==> config.mk <==
export PLATFORM = sky130hd
export DESIGN_NAME = gpio_bank
export DESIGN_NICKNAME = d
export VERILOG_FILES = /design/src/rtl/gpio_bank_pkg.sv /design/src/rtl/gpio_addr_dec.sv /design/src/rtl/gpio_port_reg.sv /design/src/rtl/gpio_in_sync.sv /design/src/rtl/gpio_bank.sv
export SDC_FILE = /design/constraint.sdc
export NUM_CORES = 1
export LEC_CHECK = 0
export BUFFER_PORTS_ARGS = -buffer_cell sky130_fd_sc_hd__buf_4
export CORE_ASPECT_RATIO = 0.75
export CORE_MARGIN = 4
export CORE_UTILIZATION = 35
export DETAILED_ROUTE_END_ITERATION = 7
export GPL_TIMING_DRIVEN = 0
export PLACE_DENSITY_LB_ADDON = 0.3
export SLEW_MARGIN = 25
export SYNTH_ARGS = -nofsm -noshare
export SYNTH_HDL_FRONTEND = slang
export SYNTH_SLANG_ARGS = --single-unit
==> constraint.sdc <==
create_clock -name clk -period 2 [get_ports clk]
set_input_delay 0.4 -clock clk [delete_from_list [all_inputs] [get_ports clk]]
set_output_delay 0.4 -clock clk [all_outputs]
set_load 0.1 [all_outputs]
==> src/rtl/gpio_bank_pkg.sv <==
package gpio_bank_pkg;

    localparam int NUM_BANKS     = 4;
    localparam int PINS_PER_BANK = 4;
    localparam int NUM_PINS      = NUM_BANKS * PINS_PER_BANK;
    localparam int ADDR_W        = 8;
    localparam int DATA_W        = 2 * PINS_PER_BANK;
    localparam int SYNC_STAGES   = 2;
    localparam int BASE_ADDR     = 'h80;
    localparam int ADDR_STRIDE   = 'h10;
    localparam int BANK_IDX_W    = (NUM_BANKS > 1) ? $clog2(NUM_BANKS) : 1;

    typedef struct packed {
        logic                  hit;
        logic [BANK_IDX_W-1:0] idx;
    } bank_sel_t;

    typedef struct packed {
        logic [PINS_PER_BANK-1:0] dir;
        logic [PINS_PER_BANK-1:0] lat;
    } port_word_t;

    function automatic bank_sel_t decode_addr(input logic [ADDR_W-1:0] a);
        bank_sel_t r;
        r = '0;
        for (int k = 0; k < NUM_BANKS; k++) begin
            if (a == ADDR_W'(BASE_ADDR + k * ADDR_STRIDE)) begin
                r.hit = 1'b1;
                r.idx = BANK_IDX_W'(k);
            end
        end
        return r;
    endfunction

endpackage

==> src/rtl/gpio_addr_dec.sv <==
module gpio_addr_dec
    import gpio_bank_pkg::*;
(
    input  logic [ADDR_W-1:0]    addr,
    input  logic                 we,
    output bank_sel_t            sel,
    output logic [NUM_BANKS-1:0] wr_en
);
    always_comb begin
        sel = decode_addr(addr);
        for (int k = 0; k < NUM_BANKS; k++) begin
            wr_en[k] = we && sel.hit && (sel.idx == BANK_IDX_W'(k));
        end
    end
endmodule

==> src/rtl/gpio_port_reg.sv <==
module gpio_port_reg
    import gpio_bank_pkg::*;
(
    input  logic       clk,
    input  logic       rst,
    input  logic       wr_en,
    input  port_word_t wdata,
    output port_word_t q
);
    always_ff @(posedge clk) begin
        if (rst) begin
            q.dir <= '1;
            q.lat <= '0;
        end else if (wr_en) begin
            q <= wdata;
        end
    end
endmodule

==> src/rtl/gpio_in_sync.sv <==
module gpio_in_sync #(
    parameter int W      = 16,
    parameter int STAGES = 2
) (
    input  logic         clk,
    input  logic         rst,
    input  logic [W-1:0] d,
    output logic [W-1:0] q
);
    logic [W-1:0] stage [STAGES];

    always_ff @(posedge clk) begin
        if (rst) begin
            for (int s = 0; s < STAGES; s++) stage[s] <= '0;
        end else begin
            stage[0] <= d;
            for (int s = 1; s < STAGES; s++) stage[s] <= stage[s-1];
        end
    end

    assign q = stage[STAGES-1];
endmodule

==> src/rtl/gpio_bank.sv <==
module gpio_bank
    import gpio_bank_pkg::*;
(
    input  logic                clk,
    input  logic                rst,
    input  logic                port_en,
    input  logic [ADDR_W-1:0]   sfr_addr,
    input  logic                sfr_we,
    input  logic [DATA_W-1:0]   sfr_wdata,
    output logic [DATA_W-1:0]   sfr_rdata,
    input  logic [NUM_PINS-1:0] pin_di,
    output logic [NUM_PINS-1:0] pin_oe,
    output logic [NUM_PINS-1:0] pin_do
);
    bank_sel_t             sel;
    logic [NUM_BANKS-1:0]  wr_en;
    port_word_t            regs [NUM_BANKS];
    logic [NUM_PINS-1:0]   pin_sync;

    gpio_addr_dec u_dec (
        .addr  (sfr_addr),
        .we    (sfr_we),
        .sel   (sel),
        .wr_en (wr_en)
    );

    gpio_in_sync #(.W(NUM_PINS), .STAGES(SYNC_STAGES)) u_sync (
        .clk (clk),
        .rst (rst),
        .d   (pin_di),
        .q   (pin_sync)
    );

    for (genvar g = 0; g < NUM_BANKS; g++) begin : g_bank
        gpio_port_reg u_reg (
            .clk   (clk),
            .rst   (rst),
            .wr_en (wr_en[g]),
            .wdata (port_word_t'(sfr_wdata)),
            .q     (regs[g])
        );
        assign pin_oe[g*PINS_PER_BANK +: PINS_PER_BANK] = regs[g].dir & {PINS_PER_BANK{port_en}};
        assign pin_do[g*PINS_PER_BANK +: PINS_PER_BANK] = regs[g].lat;
    end

    always_comb begin
        sfr_rdata = '0;
        if (sel.hit) begin
            sfr_rdata = {regs[sel.idx].dir,
                         pin_sync[int'(sel.idx)*PINS_PER_BANK +: PINS_PER_BANK]};
        end
    end
endmodule

==> metrics <==
status=finished, final reports clean; TritonRoute pass-1 iters=4; CP peak stage delay=0.48 ns; worst hold path type=in -> reg; Sw Share=25.8%; final number of hold-violating endpoints=0; Startpoint Class=input port; full die area=9060 sq um; area share of fa/ha/maj cells after synthesis=0%; Tot Pwr=2880 uW; R2R Setup Slk=1.35 ns; cells after synthesis=238; fin crit share=98.4%; max layer used=met4; Leakage=0.00177 uW; Crit. End Element=output pin; Synth Cell Area=2660 sq um; Routed wire per std cell=13.4 microns; WHS Path Cells=2; fin area=3650 sq um; Root Driver=clkbuf_8; Die X=109 microns; Final GP Congestion=0.712; clk_lat worst skew=0.33 ns; CP required=1.60 ns; largest family of logic cells by synthesized area=simple AND/OR/NAND/NOR gates; PwrDens=791 nW/um^2; Internal Pwr Total=2140 uW; Mean Syn Cell Area=11.2 sq um; max frequency=0.508 GHz; CP top delay family=multiplexers; total CTS buffers=9; met2 routed wirelength=2.67 mm; final WL=5.81 mm; DRT met1 WL=2.75 mm; Initial Util=36.1%; GRT overflow=0; critical path buffer and inverter count=3; Detail Route Antenna Nets=0; commonest non-fill, non-tap cell in the layout=buf_4; dpl cell area=3340 sq um; Sequential Power Share=45.4%; # fillers=731; largest net degree at the start of global routing=13; initial antenna violation count=0; share of layout cells above drive strength 1=41.1%; first-pass GRT wire length=9.48 mm; Final Max Slew Viols=0; # DRC=0; standard-cell row count=27; unrepaired setup endpoints after global routing=no; Final setup viols=0; crit path max fanout=10; via count=1860; VDD IR max=431 uV; CTS tree=done; compound-gate portion of the synthesized area=0%; clock buffer depth=2; clk slew on worst S/H paths=0.07 ns; Finished Core Util=49.5%; clock group share of total power=41.9%; CTS H-tree depth=3; max cap viols=0; Ys Warns=0; worst hold margin=0.265 ns; Final nets=362; met3 wire length=301 microns; post-DP HPWL=4.22 mm; synthesis-to-layout area growth=37.3%; WP data arrival=1.57 ns; Setup CP Type=in -> out; sequence of cells on the critical path=buf_4 -> buf_12 -> mux4_2 -> and3_2 -> buf_6; post-synthesis cell type count=19; Synth Area in XOR/XNOR=0%; Overall Global Routing Usage=13.8%; clk_skew=0.00479 ns; count of boundary I/O pins=76; slowest CP cell=mux4_2; area share of and/or/nand/nor cells after synthesis=25.6%; Post-CTS Hold Fix Bufs=0; Psw=743 uW; mux contribution to synthesized area=18.9%; Worst-Margin Slew=0.547 ns; normalized max-slew margin=63.5%; Final Critical Period=1.97 ns; port bufs=74; Die Y=83.4 microns; FF-to-FF path depth=2; commonest non-fill, non-tap cells in the layout=buf_4 (85), dfxtp_1 (64), nor2b_1 (32), mux2i_1 (32), nor2_1 (21); core area=7360 sq um; number of global-route vias before repair=1940; CTS Sinks=64; syn nets=274; register area share after synthesis=48.3%; logic gate share of total power=12.6%; post-DR vias/cell=4.31; Antenna Cells=0; stages on the worst setup path=5; Synth Register Bits=64; Initial DRC Count=27
## synth_stat cells, drive strengths merged
master  count  area (sq um)
and2       16           100
and3        8          57.6
buf        21           160
clkbuf      9          33.8
dfxtp      64          1280
mux2i      32           320
mux4        8           180
nand2b     20           125
nand3       1          17.5
nand4       1          21.3
nand4b      2          32.5
nor2       22          82.6
nor2b      32           200
nor3b       1          18.8
nor4b       1          23.8
## sequential cells by signal, indices dropped and copies added, names as in the netlist
name / count
g_bank.u_reg.q: 32
u_sync.stage: 32
## kinds of logic after synthesis
logic type / Yosys count
simple gates: 104
flops: 64
mux: 40
buf+inv: 30
## worst paths after layout
path | from | to
worst max-delay path | sfr_addr[4] | sfr_rdata[5]
worst min-delay path | pin_di[15] | u_sync.stage[0][15]
worst max register to register | g_bank[0].u_reg.q[6] | g_bank[0].u_reg.q[6]
worst min register to register | u_sync.stage[0][14] | u_sync.stage[0][30]
## final cells by class
| class | count | area (sq um) | share of cell area [%] |
|---|---|---|---|
| multi-input cells | 144 | 1180 | 32.5 |
| clock inverters | 7 | 96.3 | 2.64 |
| well taps | 101 | 126 | 3.47 |
| flip-flops and latches | 64 | 1280 | 35.1 |
| repair buffers | 77 | 612 | 16.8 |
| clock buffers | 9 | 124 | 3.40 |
| plain buffers | 30 | 221 | 6.07 |
## power groups by stage
stage	Combinational [uW]	Clock [uW]	Sequential, uW
4_1_cts	366	1250	1310
3_5_place_dp	356	0	1340
5_1_grt	387	1310	1310
6_report	365	1210	1310
3_3_place_gp	355	0	1340
2_1_floorplan	239	0	1340
## what timing repair did
item                                    4_1_cts  5_1_grt
resized for setup                            12        5
pin swaps                                     1        0
cloned                                        0        0
setup buffers                                 3        0
endpoints found under the setup margin        8        4
## per-stage QoR
step,TNS [ns],cells,setup WS (ns)
2_1_floorplan,0,238,0.0857
3_3_place_gp,-0.711,413,-0.194
3_5_place_dp,-0.759,413,-0.193
4_1_cts,0,432,0.000133
5_1_grt,0,432,0.00189
6_report,0,432,0.0328
## layer usage
layer  up-vias  track usage [%]
li1        955                -
met1       853             17.6
met2        44             21.9
met3         8             5.05
met4         0             4.13
met5         -                0
No activity file was read; power rests on OpenSTA's default activity.
